--- src/rtl/hpsum_pkg.sv ---
package hpsum_pkg;
  localparam int unsigned HP_LANES  = 4;
  localparam int unsigned HP_WORD_W = 32;
  localparam int unsigned HP_HALF_W = HP_WORD_W / 2;
  localparam int unsigned HP_SUM_W  = HP_WORD_W + 2;
endpackage

--- src/rtl/hpsum_lane.sv ---
module hpsum_lane #(
  parameter int unsigned WORD_W = 32,
  parameter int unsigned SUM_W  = 34
) (
  input  logic [WORD_W-1:0] word_a,
  input  logic [WORD_W-1:0] word_b,
  output logic [WORD_W-1:0] res,
  output logic              sat
);
  localparam int unsigned HALF_W = WORD_W / 2;
  localparam int unsigned TOP_W  = SUM_W - WORD_W + 1;

  logic [HALF_W-1:0] half_hi, half_lo;
  logic [SUM_W-1:0]  ext_hi, ext_lo, ext_b, sum;
  logic [TOP_W-1:0]  top;
  logic              pos_ovf, neg_ovf;

  always_comb begin
    half_hi = word_a[WORD_W-1 -: HALF_W];
    half_lo = word_a[HALF_W-1:0];
    ext_hi  = {{(SUM_W-HALF_W){half_hi[HALF_W-1]}}, half_hi};
    ext_lo  = {{(SUM_W-HALF_W){half_lo[HALF_W-1]}}, half_lo};
    ext_b   = {{(SUM_W-WORD_W){word_b[WORD_W-1]}}, word_b};
    sum     = ext_b + ext_hi + ext_lo;
    top     = sum[SUM_W-1:WORD_W-1];
    pos_ovf = !sum[SUM_W-1] && (|top);
    neg_ovf = sum[SUM_W-1] && !(&top);
    sat     = pos_ovf || neg_ovf;
    if (pos_ovf)      res = {1'b0, {(WORD_W-1){1'b1}}};
    else if (neg_ovf) res = {1'b1, {(WORD_W-1){1'b0}}};
    else              res = sum[WORD_W-1:0];
  end
endmodule

--- src/rtl/hpsum_stage.sv ---
module hpsum_stage #(
  parameter int unsigned W = 129
) (
  input  logic         clk,
  input  logic         rst_n,
  input  logic         in_valid,
  output logic         in_ready,
  input  logic [W-1:0] in_data,
  output logic         out_valid,
  input  logic         out_ready,
  output logic [W-1:0] out_data
);
  assign in_ready = !out_valid || out_ready;

  always_ff @(posedge clk) begin
    if (!rst_n) begin
      out_valid <= 1'b0;
      out_data  <= '0;
    end else begin
      if (in_ready) out_valid <= in_valid;
      if (in_valid && in_ready) out_data <= in_data;
    end
  end
endmodule

--- src/rtl/hpsum_sticky.sv ---
module hpsum_sticky (
  input  logic clk,
  input  logic rst_n,
  input  logic clear,
  input  logic set,
  output logic flag
);
  always_ff @(posedge clk) begin
    if (!rst_n) flag <= 1'b0;
    else        flag <= set || (flag && !clear);
  end
endmodule

--- src/rtl/hpsum_unit.sv ---
module hpsum_unit
  import hpsum_pkg::*;
#(
  parameter int unsigned LANES  = HP_LANES,
  parameter int unsigned WORD_W = HP_WORD_W,
  parameter int unsigned SUM_W  = HP_SUM_W
) (
  input  logic                    clk,
  input  logic                    rst_n,
  input  logic                    in_valid,
  output logic                    in_ready,
  input  logic [LANES*WORD_W-1:0] in_a,
  input  logic [LANES*WORD_W-1:0] in_b,
  output logic                    out_valid,
  input  logic                    out_ready,
  output logic [LANES*WORD_W-1:0] out_sum,
  output logic                    out_sat,
  input  logic                    sat_clear,
  output logic                    sat_sticky
);
  localparam int unsigned VEC_W = LANES * WORD_W;

  logic [VEC_W-1:0] sum_vec;
  logic [LANES-1:0] lane_sat;
  logic             any_sat;
  logic             accept;

  for (genvar g = 0; g < LANES; g++) begin : g_lane
    hpsum_lane #(.WORD_W(WORD_W), .SUM_W(SUM_W)) i_lane (
      .word_a (in_a[VEC_W-1-g*WORD_W -: WORD_W]),
      .word_b (in_b[VEC_W-1-g*WORD_W -: WORD_W]),
      .res    (sum_vec[VEC_W-1-g*WORD_W -: WORD_W]),
      .sat    (lane_sat[g])
    );
  end

  assign any_sat = |lane_sat;
  assign accept  = in_valid && in_ready;

  hpsum_stage #(.W(VEC_W+1)) i_stage (
    .clk       (clk),
    .rst_n     (rst_n),
    .in_valid  (in_valid),
    .in_ready  (in_ready),
    .in_data   ({sum_vec, any_sat}),
    .out_valid (out_valid),
    .out_ready (out_ready),
    .out_data  ({out_sum, out_sat})
  );

  hpsum_sticky i_sticky (
    .clk   (clk),
    .rst_n (rst_n),
    .clear (sat_clear),
    .set   (accept && any_sat),
    .flag  (sat_sticky)
  );
endmodule

--- config.mk ---
export PLATFORM = sky130hd
export DESIGN_NAME = hpsum_unit
export DESIGN_NICKNAME = d
export VERILOG_FILES = /design/src/rtl/hpsum_pkg.sv /design/src/rtl/hpsum_lane.sv /design/src/rtl/hpsum_stage.sv /design/src/rtl/hpsum_sticky.sv /design/src/rtl/hpsum_unit.sv
export SDC_FILE = /design/constraint.sdc
export NUM_CORES = 1
export LEC_CHECK = 0
export BUFFER_PORTS_ARGS = -buffer_cell sky130_fd_sc_hd__buf_2
export CAP_MARGIN = 20
export CORE_ASPECT_RATIO = 0.9
export CORE_MARGIN = 5
export CORE_UTILIZATION = 50
export CTS_BUF_LIST = sky130_fd_sc_hd__clkbuf_8
export DETAILED_ROUTE_END_ITERATION = 12
export HOLD_SLACK_MARGIN = 0.03
export PLACE_DENSITY = 0.77
export SLEW_MARGIN = 20
export SYNTH_ARGS = -nofsm -noshare
export SYNTH_HDL_FRONTEND = slang
export SYNTH_SLANG_ARGS = --single-unit
--- constraint.sdc ---
create_clock -name clk -period 4.99 [get_ports clk]
set_clock_uncertainty 0.05 [all_clocks]
set_input_delay 0.499 -clock clk [delete_from_list [all_inputs] [get_ports clk]]
set_output_delay 0.499 -clock clk [all_outputs]
set_load 0.005 [all_outputs]
==> results.yml, run 1 <==
outcome:
  outcome: "finished with violations"
  violations: "setup timing"
logic_synthesis:
  synth.top_cells.by_area: "sky130_fd_sc_hd__ha_1 (18%), sky130_fd_sc_hd__dfxtp_1 (15%), sky130_fd_sc_hd__a21oi_1 (8.0%)"
  synth_cells: 2428
  yosys.cell_count.top_type: "sky130_fd_sc_hd__a21oi_1"
  yosysTopAreaCell: "sky130_fd_sc_hd__ha_1"
  ys_ff_latch: 131
  postSynth.asyncResetShare_pct: 0
  predominant_post_synthesis_flop_cell: "sky130_fd_sc_hd__dfxtp_1"
  synthDominantCellAreaShare_pct: 18.3
  synth_nets: 2961
  synth_enable_flop_cells: 0
  synth_cell_types: 85
  avgSynthCellArea_um2: 7.44
  post_synth_most_frequent_cells: "sky130_fd_sc_hd__a21oi_1 (290), sky130_fd_sc_hd__ha_1 (264), sky130_fd_sc_hd__o21ai_0 (227), sky130_fd_sc_hd__nand2_1 (197), sky130_fd_sc_hd__nor2_1 (193)"
  yosysSeqAreaShare_pct: 14.5
  synth_area_mm2: 0.0181
  yosys_warnings: 0
setup_path:
  endpoint_kind: "flip-flop"
  r2r_slack_ns: 2.61
  critical_path.reg2reg.startpoint: "i_stage.out_valid"
  worstPathArrival_ns: 5.41
  crit_required_ns: 5.29
  rr_endpoint: "i_stage.out_data[76]"
  setup.worst_path.start_class: "input pin"
  setup.worst_path.class: "input pin to flip-flop"
  timing.reg2reg.worst_path_depth: 5
  worstPathMaxFanout: 5
routing:
  avgRoutedWirePerCell_um: 18.4
  detailroute.via_count: 22500
  antenna_left: 0
  drt_iter0_markers: 1885
  drt-total-wl_mm: 69.7
  first_drt_pass_iteration_count: 6
  route.detailed.vias_per_inst: 5.93
  drt_drc_violations_left: 0
placement:
  postPlaceCellArea_mm2: 0.0241
  dp_hpwl_mm: 53.7
  pre_cts_ws_ns: -0.681
  io_buffer_count: 392
  finalWeightedCongestion: 0.960
sta:
  final.min_clock_period_ns: 5.11
  timing.final.max_slew_violations: 0
  final.setup.tns_ns: -2.64
  postLayoutSetupSlackWorst_ns: -0.123
  slew_headroom_pct: 25.4
  timing_worst_slew_pin_value_ns: 1.12
  timing.hold.ws_ns: 0.260
  unrepaired_setup_endpoints_after_global_routing: "yes"
  maxClockFrequency_mhz: 196
  setup_viol_count_final: 33
  timing_hold_violations_final: 0
  final_min_period_over_clock_period_pct: 102
floorplanning:
  num_io_pins: 393
  rows: 66
  floorplan.initialDensity_pct: 50.3
  dieWidth_um: 210
  die_height_um: 190
  die-area_mm2: 0.0400
  core-area_mm2: 0.0359
clock_tree:
  cts_root_buf: "sky130_fd_sc_hd__clkbuf_8"
  ctsLongestPathBuffers: 2
  cts_buffers: 17
  clock_insertion_delay_worst_skew_ns: 0.45
  cts.reportedPaths.clkPinSlew_ns: 0.09
  clock_tree.htree_level_count: 4
  clock_tree_from_tritoncts: "yes"
  cts_sinks: 131
global_route:
  grt_usage_pct: 31.0
  gr-total-overflow: 0
  grt_max_degree: 90
  grt_first_pass_wirelength_mm: 105
  first_global_vias: 21700
  antenna_found_initial: 2
cells_and_area:
  final_design_area_no_fill_mm2: 0.0264
  fillers: 2739
  multi_input_area_mm2: 0.0160
  nNetsFinal: 3833
  drive_above_1_share_pct: 37.0
  final-seq-area_mm2: 0.00262
  syn_to_final_growth_pct: 46.4
worst_hold_path:
  holdPathEnd: "i_stage.out_valid"
  min-delay-start: "in_valid"
  hold_class: "input pin to flip-flop"
  whs_path_depth: 3
power_and_ir_drop:
  power_density_mw_per_mm2: 345
  leakage_uw: 0.0129
  post-layout-total-power_uw: 9110
  vdd_ir_drop_max_mv: 0.176
run:
  max_cap_violations: 0
-- how the worst max path moves through the flow --
stage               startpoint                    end  slack [ns]  depth (start not counted)
floorplan             in_a[20]   i_stage.out_data[23]       -0.02                         22
detailed placement   in_a[112]  i_stage.out_data[119]       -0.68                         26
finish               in_a[112]  i_stage.out_data[124]       -0.12                         26
global placement      in_a[81]   i_stage.out_data[65]       -0.55                         23
global route         in_a[112]   i_stage.out_data[98]       -0.31                         27
CTS                  in_a[112]  i_stage.out_data[119]        -0.1                         28
-- worst max-delay path: stages --
cell and delay, ns:
sky130_fd_sc_hd__buf_8 0.10, sky130_fd_sc_hd__ha_4 0.15, sky130_fd_sc_hd__buf_4 0.14, sky130_fd_sc_hd__a211oi_4 0.27
sky130_fd_sc_hd__o21ai_2 0.11, sky130_fd_sc_hd__a41oi_2 0.25, sky130_fd_sc_hd__o21bai_2 0.13, sky130_fd_sc_hd__a211o_1 0.34
sky130_fd_sc_hd__a21o_1 0.20, sky130_fd_sc_hd__a31o_2 0.25, sky130_fd_sc_hd__a211oi_2 0.23, sky130_fd_sc_hd__nor2_1 0.07
sky130_fd_sc_hd__ha_1 0.35, sky130_fd_sc_hd__a211oi_2 0.26, sky130_fd_sc_hd__o21bai_2 0.13, sky130_fd_sc_hd__a211oi_4 0.25
sky130_fd_sc_hd__o31ai_4 0.12, sky130_fd_sc_hd__buf_4 0.14, sky130_fd_sc_hd__a2111o_1 0.34, sky130_fd_sc_hd__nand4_1 0.28
sky130_fd_sc_hd__nor2_4 0.07, sky130_fd_sc_hd__nor2_4 0.13, sky130_fd_sc_hd__buf_6 0.18, sky130_fd_sc_hd__buf_6 0.15
sky130_fd_sc_hd__nor2_1 0.06, sky130_fd_sc_hd__o221a_4 0.22
-- cell type report --
type	count	share of cell area, %
antenna	1	0.00946
multi-input combinational	2127	60.6
clock inverter	14	0.568
sequential	131	9.92
timing repair buffer	936	24.4
inverter	87	1.23
clock buffer	18	0.937
tap	476	2.25
-- where the power goes --
group | internal (uW) | total [uW] | switching [uW] | leakage (uW)
registers | 1240 | 1380 | 140 | 0.00109
clock network | 463 | 961 | 498 | 0.000197
logic | 3260 | 6770 | 3510 | 0.0116
total | 4970 | 9110 | 4150 | 0.0129
-- per-stage QoR --
| stage | utilization, % | instances |
|---|---|---|
| floorplan | - | 2428 |
| finish | 73.6 | 3790 |
| detailed placement | 67.1 | 3702 |
| global route | 73.6 | 3790 |
| CTS | 69.6 | 3752 |
| global placement | 67.1 | 3702 |
-- registers in the layout, indices dropped and copies added (netlist names) --
register / flops
i_stage.out_data: 129
i_stage.out_valid: 1
i_sticky.flag: 1
-- cell usage in the layout, fill, tap and decap left out, types with 15 or more instances in the layout --
cell	count
sky130_fd_sc_hd__a211oi_1	17
sky130_fd_sc_hd__and3_1	20
sky130_fd_sc_hd__or3_1	20
sky130_fd_sc_hd__dfxtp_1	131
sky130_fd_sc_hd__o221a_1	17
sky130_fd_sc_hd__a21oi_2	56
sky130_fd_sc_hd__nand2_1	186
sky130_fd_sc_hd__o211ai_1	22
sky130_fd_sc_hd__o21ai_0	199
sky130_fd_sc_hd__o21a_1	44
sky130_fd_sc_hd__buf_4	509
sky130_fd_sc_hd__a21o_1	98
sky130_fd_sc_hd__xor2_1	50
sky130_fd_sc_hd__nor2_1	179
sky130_fd_sc_hd__o21ai_1	15
sky130_fd_sc_hd__nor3_1	39
sky130_fd_sc_hd__clkbuf_8	18
sky130_fd_sc_hd__nor2b_1	23
sky130_fd_sc_hd__a31oi_1	24
sky130_fd_sc_hd__inv_1	85
sky130_fd_sc_hd__xnor2_1	133
sky130_fd_sc_hd__nand2b_1	43
sky130_fd_sc_hd__a21oi_1	229
sky130_fd_sc_hd__nand3_1	43
sky130_fd_sc_hd__buf_6	19
sky130_fd_sc_hd__ha_1	254
sky130_fd_sc_hd__o21bai_1	25
sky130_fd_sc_hd__nand4_1	30
sky130_fd_sc_hd__buf_2	385
sky130_fd_sc_hd__and2_1	19
-- layer usage --
layer | track usage [%] | wire length (um)
met1 | 38.5 | 28500
met2 | 54.9 | 33400
met3 | 4.85 | 5060
met4 | 10.1 | 2720
met5 | 0 | 13
-- kinds of logic (layout without fill, tap and decap cells) --
group                      count (synthesis)  after routing  synth area share [%]
AOI/OAI and AO/OA                        946            946                  33.6
xor gates and xnor gates                 193            193                  9.36
adders and majority gates                272            272                  19.2
buffers and inverters                    171           1055                  4.01
DFF                                      131            131                  14.5
muxes                                      8              8                 0.457
other                                      0              1                     0
and+or+nand+nor                          707            708                  18.8
-- repair_timing --
action	in CTS	in global routing
buffers inserted	12	30
setup endpoints to repair	124	129
pin swaps	36	125
gates cloned	7	9
hold buffers	0	0
resized for setup	65	235
No activity file was read; power rests on OpenSTA's default activity.
==> inputs of run 2 (changes only) <==
--- a/config.mk
+++ b/config.mk
@@ -14,6 +14,7 @@
 export DETAILED_ROUTE_END_ITERATION = 12
 export HOLD_SLACK_MARGIN = 0.03
 export PLACE_DENSITY = 0.77
+export SKIP_CTS_REPAIR_TIMING = 1
 export SLEW_MARGIN = 20
 export SYNTH_ARGS = -nofsm -noshare
 export SYNTH_HDL_FRONTEND = slang
==> results.yml, run 2 (synthesized netlist as in run 1, its figures left out) <==
outcome:
  outcome: "finished with violations"
  violations: "setup timing"
worst_hold_path:
  hold_class: "input pin to flip-flop"
  whs_path_depth: 3
  min-delay-start: "in_valid"
  holdPathEnd: "i_stage.out_valid"
floorplanning:
  die_height_um: 190
  die-area_mm2: 0.0400
  floorplan.initialDensity_pct: 50.3
  num_io_pins: 393
  dieWidth_um: 210
  core-area_mm2: 0.0359
  rows: 66
global_route:
  gr-total-overflow: 0
  first_global_vias: 21300
  grt_first_pass_wirelength_mm: 103
  antenna_found_initial: 1
  grt_usage_pct: 30.2
  grt_max_degree: 90
sta:
  final_min_period_over_clock_period_pct: 105
  final.min_clock_period_ns: 5.22
  final.setup.tns_ns: -6.48
  timing_hold_violations_final: 0
  unrepaired_setup_endpoints_after_global_routing: "yes"
  timing.hold.ws_ns: 0.257
  timing.final.max_slew_violations: 0
  timing_worst_slew_pin_value_ns: 1.11
  setup_viol_count_final: 33
  postLayoutSetupSlackWorst_ns: -0.226
  maxClockFrequency_mhz: 192
  slew_headroom_pct: 26.0
routing:
  drt_drc_violations_left: 0
  route.detailed.vias_per_inst: 5.90
  detailroute.via_count: 22300
  antenna_left: 0
  drt-total-wl_mm: 68.6
  avgRoutedWirePerCell_um: 18.1
  first_drt_pass_iteration_count: 6
  drt_iter0_markers: 1728
setup_path:
  rr_endpoint: "i_stage.out_data[81]"
  setup.worst_path.start_class: "input pin"
  timing.reg2reg.worst_path_depth: 5
  endpoint_kind: "flip-flop"
  r2r_slack_ns: 2.69
  timing.critical_path.slowest_cell_delay_ns: 0.36
  critical-path-top-delay-family: "compound AO/OA/AOI/OAI gates"
  crit_slowest_cell: "sky130_fd_sc_hd__a221o_1"
  worstPathArrival_ns: 5.51
  worst_setup_path_startpoint: "in_a[112]"
  worstPathMaxFanout: 6
  critical_path.n_buffers_inverters: 6
  critical_path.reg2reg.startpoint: "i_stage.out_valid"
  crit_required_ns: 5.28
  setup.worst_path.class: "input pin to flip-flop"
clock_tree:
  ctsLongestPathBuffers: 2
  cts_buffers: 17
  cts_sinks: 131
  clock_tree_from_tritoncts: "yes"
  cts.reportedPaths.clkPinSlew_ns: 0.09
  clock_tree.htree_level_count: 4
  clock_insertion_delay_worst_skew_ns: 0.45
  cts_root_buf: "sky130_fd_sc_hd__clkbuf_8"
cells_and_area:
  most_common_cell_after_layout_fill_and_taps_aside: "sky130_fd_sc_hd__buf_4"
  largest_register_ff_count: 129
  most_used_cells_in_the_layout_excluding_fill_and_tap_cells: "sky130_fd_sc_hd__buf_4 (503), sky130_fd_sc_hd__buf_2 (387), sky130_fd_sc_hd__ha_1 (252), sky130_fd_sc_hd__a21oi_1 (251), sky130_fd_sc_hd__o21ai_0 (196)"
  largest-register: "i_stage.out_data"
  nNetsFinal: 3826
  largest_registers: "i_stage.out_data: 129 flops, i_stage.out_valid: 1 flops, i_sticky.flag: 1 flops"
  drive_above_1_share_pct: 35.5
  syn_to_final_growth_pct: 44.3
power_and_ir_drop:
  leakage_uw: 0.0127
  vdd_ir_drop_max_mv: 0.169
  power_density_mw_per_mm2: 342
run:
  max_cap_violations: 0
placement:
  io_buffer_count: 392
  dp_hpwl_mm: 53.7
  finalWeightedCongestion: 0.960
-- run 2: cell types whose count changed in the layout (fill, tap and decap cells not counted), sizes merged --
cell    before  now
clkbuf      25   29
buf        929  918
-- run 2: power by group --
part,internal (uW),leakage (uW),switching (uW)
Sequential,1240,0.00109,138
Clock,463,0.000197,497
Combinational,3190,0.0115,3390
-- run 2: how the worst max path moves through the flow --
stage          slack (ns)                     to  cells past startpoint
2_1_floorplan       -0.02   i_stage.out_data[23]                     22
3_3_place_gp        -0.55   i_stage.out_data[65]                     23
3_5_place_dp        -0.68  i_stage.out_data[119]                     26
4_1_cts             -0.21   i_stage.out_data[33]                     24
5_1_grt             -0.51   i_stage.out_data[98]                     28
6_report            -0.23  i_stage.out_data[119]                     28
-- run 2: stage by stage --
| step | cells | total power (uW) | util (%) | setup WS, ns | cell area (um^2) |
|---|---|---|---|---|---|
| detailed placement | 3702 | 7070 | 67.1 | -0.681 | 24100 |
| floorplan | 2428 | 4760 | - | -0.0231 | 18200 |
| CTS | 3734 | 8050 | 68.2 | -0.210 | 24500 |
| global route | 3783 | 9500 | 72.6 | -0.508 | 26100 |
| finish | 3783 | 8910 | 72.6 | -0.226 | 26100 |
| global placement | 3702 | 6920 | 67.1 | -0.550 | 24100 |
-- run 2: layer usage --
metal	GRT usage (%)	wire length, um
met2	53.4	32800
met1	38.2	28800
met4	9.47	2350
met3	4.08	4650
met5	0	0
-- run 2: area by class of cell --
class | count | area, um^2
multi-input cells | 2127 | 15700
clock inverters | 14 | 150
repair buffers | 929 | 6400
flip-flops and latches | 131 | 2620
well taps | 476 | 596
clock buffers | 18 | 248
diodes | 1 | 2.50
fillers | 2840 | 9850
inverters | 87 | 327
-- run 2: worst min-delay path, stage by stage --
cell and delay, ns:
sky130_fd_sc_hd__buf_2 0.11, sky130_fd_sc_hd__inv_1 0.04, sky130_fd_sc_hd__a21boi_0 0.06
==> inputs of run 3 (changes only) <==
==> constraint.sdc (replaced) <==
create_clock -name clk -period 4.99 [get_ports clk]
set_clock_uncertainty 0.05 [all_clocks]
set_input_delay 0.2495 -clock clk [delete_from_list [all_inputs] [get_ports clk]]
set_output_delay 0.2495 -clock clk [all_outputs]
set_load 0.005 [all_outputs]
==> results.yml, run 3 (synthesized netlist as in run 1, its figures left out) <==
outcome:
  outcome: "finished, final reports clean"
global_route:
  gr-total-overflow: 0
  antenna_found_initial: 1
  global_route.usage.met3_pct: 5.35
  grt_max_degree: 133
  first_global_vias: 20500
  global_route.usage.met2_pct: 50.6
  top_usage_layer: "met2"
  grt_usage_pct: 29.1
  grt_first_pass_wirelength_mm: 99.3
  gr-usage-met1_pct: 37.1
sta:
  timing_hold_violations_final: 0
  final.min_clock_period_ns: 4.88
  final_min_period_over_clock_period_pct: 97.7
  timing.final.max_slew_violations: 0
  timing_worst_slew_pin_value_ns: 0.968
  slew_headroom_pct: 35.3
  maxClockFrequency_mhz: 205
  postLayoutSetupSlackWorst_ns: 0.113
  setup_viol_count_final: 0
cells_and_area:
  drive_above_1_share_pct: 28.6
  most_common_cell_after_layout_fill_and_taps_aside: "sky130_fd_sc_hd__buf_2"
  fillers: 3101
  most_used_cells_in_the_layout_excluding_fill_and_tap_cells: "sky130_fd_sc_hd__buf_2 (389), sky130_fd_sc_hd__buf_4 (347), sky130_fd_sc_hd__a21oi_1 (281), sky130_fd_sc_hd__ha_1 (262), sky130_fd_sc_hd__o21ai_0 (213)"
  largest_register_ff_count: 129
  largest-register: "i_stage.out_data"
  syn_to_final_growth_pct: 32.2
  final-seq-area_mm2: 0.00262
  largest_registers: "i_stage.out_data: 129 flops, i_stage.out_valid: 1 flops, i_sticky.flag: 1 flops"
  nNetsFinal: 3647
  final_design_area_no_fill_mm2: 0.0239
  multi_input_area_mm2: 0.0151
setup_path:
  critical-path-top-delay-family: "simple AND/OR/NAND/NOR gates"
  crit_required_ns: 5.29
  endpoint_kind: "flip-flop"
  crit_slowest_cell: "sky130_fd_sc_hd__or3_1"
  critical_path.n_buffers_inverters: 3
  worstPathMaxFanout: 4
  worstPathArrival_ns: 5.18
  cells_traversed_along_the_worst_timing_path: "buf_2 > ha_2 > inv_1 > fa_1 > nor2b_2 > o2111ai_2 > nand4b_1 > a31o_2 > a221o_1 > a211oi_4 > or3_1 > o21ai_2 > a41oi_2 > xnor2_1 > ha_1 > nand4_1 > or3_4 > a311oi_4 > nor3_2 > xnor2_2 > buf_4 > or3b_4 > a21oi_4 > a31oi_1"
  setup.worst_path.class: "input pin to flip-flop"
  setup.worst_path.start_class: "input pin"
  timing.critical_path.slowest_cell_delay_ns: 0.43
clock_tree:
  clock_tree_from_tritoncts: "yes"
  ctsLongestPathBuffers: 2
  clock_tree.htree_level_count: 4
  cts_buffers: 17
  cts_sinks: 131
  clock_insertion_delay_worst_skew_ns: 0.47
  cts.reportedPaths.clkPinSlew_ns: 0.09
  cts_root_buf: "sky130_fd_sc_hd__clkbuf_8"
floorplanning:
  dieWidth_um: 210
  core-area_mm2: 0.0359
  rows: 66
  floorplan.initialDensity_pct: 50.3
  die_height_um: 190
  num_io_pins: 393
  die-area_mm2: 0.0400
routing:
  route.detailed.vias_per_inst: 5.86
  avgRoutedWirePerCell_um: 17.3
  first_drt_pass_iteration_count: 6
  drt_iter0_markers: 1394
  drt_drc_violations_left: 0
  drt-total-wl_mm: 62.5
  antenna_left: 0
  detailroute.via_count: 21100
placement:
  finalWeightedCongestion: 0.954
  postPlaceCellArea_mm2: 0.0229
  io_buffer_count: 392
  dp_hpwl_mm: 50.3
  pre_cts_ws_ns: -0.566
worst_hold_path:
  hold_class: "input pin to flip-flop"
power_and_ir_drop:
  leakage_uw: 0.0117
  power_density_mw_per_mm2: 335
  vdd_ir_drop_max_mv: 0.153
run:
  max_cap_violations: 0
[run 3: cell count changes in the layout (fill, tap and decap cells not counted), sizes merged]
| cell | previous run | this run |
|---|---|---|
| clkbuf | 29 | 21 |
| nor2 | 197 | 196 |
| buf | 918 | 748 |
| clkinvlp | 3 | 2 |
| inv | 92 | 90 |
| clkinv | 4 | 6 |
| dlygate4sd3 | 0 | 1 |
[run 3: final timing paths]
kind / slack [ns] / to / depth (start not counted) / startpoint
worst max-delay path: 0.11 / i_sticky.flag / 24 / in_a[16]
worst min-delay path: 0.11 / i_sticky.flag / 4 / sat_clear
worst max register to register: 2.42 / i_stage.out_data[121] / 6 / i_stage.out_valid
worst min register to register: 0.41 / i_stage.out_data[1] / 2 / i_stage.out_data[1]
[run 3: area by class of cell]
class                           instances  area share [%]
Multi-Input combinational cell       2126            63.4
Clock inverter                         13           0.571
Tap cell                              476            2.49
Timing Repair Buffer                  751            20.1
Clock buffer                           19            1.09
Inverter                               87            1.37
Antenna cell                            1          0.0105
Sequential cell                       131            11.0
[run 3: layer usage]
metal  part of all wire (%)  wire length (um)
met1                     43             27000
met3                    6.8              4270
met2                     47             29600
met5                      0                 0
met4                    2.6              1620
[run 3: metrics by stage]
stage | hold slack [ns] | setup TNS, ns | cells | power (uW) | util, %
finish | 0.106 | 0 | 3604 | 8010 | 66.5
global route | 0.138 | -1.81 | 3604 | 8640 | 66.5
CTS | -0.0353 | -0.395 | 3586 | 7720 | 64.8
detailed placement | 0.417 | -51.21 | 3554 | 6740 | 63.7
global placement | 0.401 | -34.99 | 3554 | 6620 | 63.7
floorplan | 0.338 | 0 | 2428 | 4730 | -
[run 3: report_power, final]
| part | switching [uW] | internal [uW] | leakage (uW) |
|---|---|---|---|
| combinational | 3050 | 2650 | 0.0104 |
| clock | 479 | 469 | 0.000205 |
| sequential | 126 | 1240 | 0.00109 |
[run 3: tightest hold or removal path, stage by stage]
cell and delay (ns):
sky130_fd_sc_hd__buf_2 0.10, sky130_fd_sc_hd__nor2b_1 0.05, sky130_fd_sc_hd__nor2_1 0.08, sky130_fd_sc_hd__a31oi_1 0.09
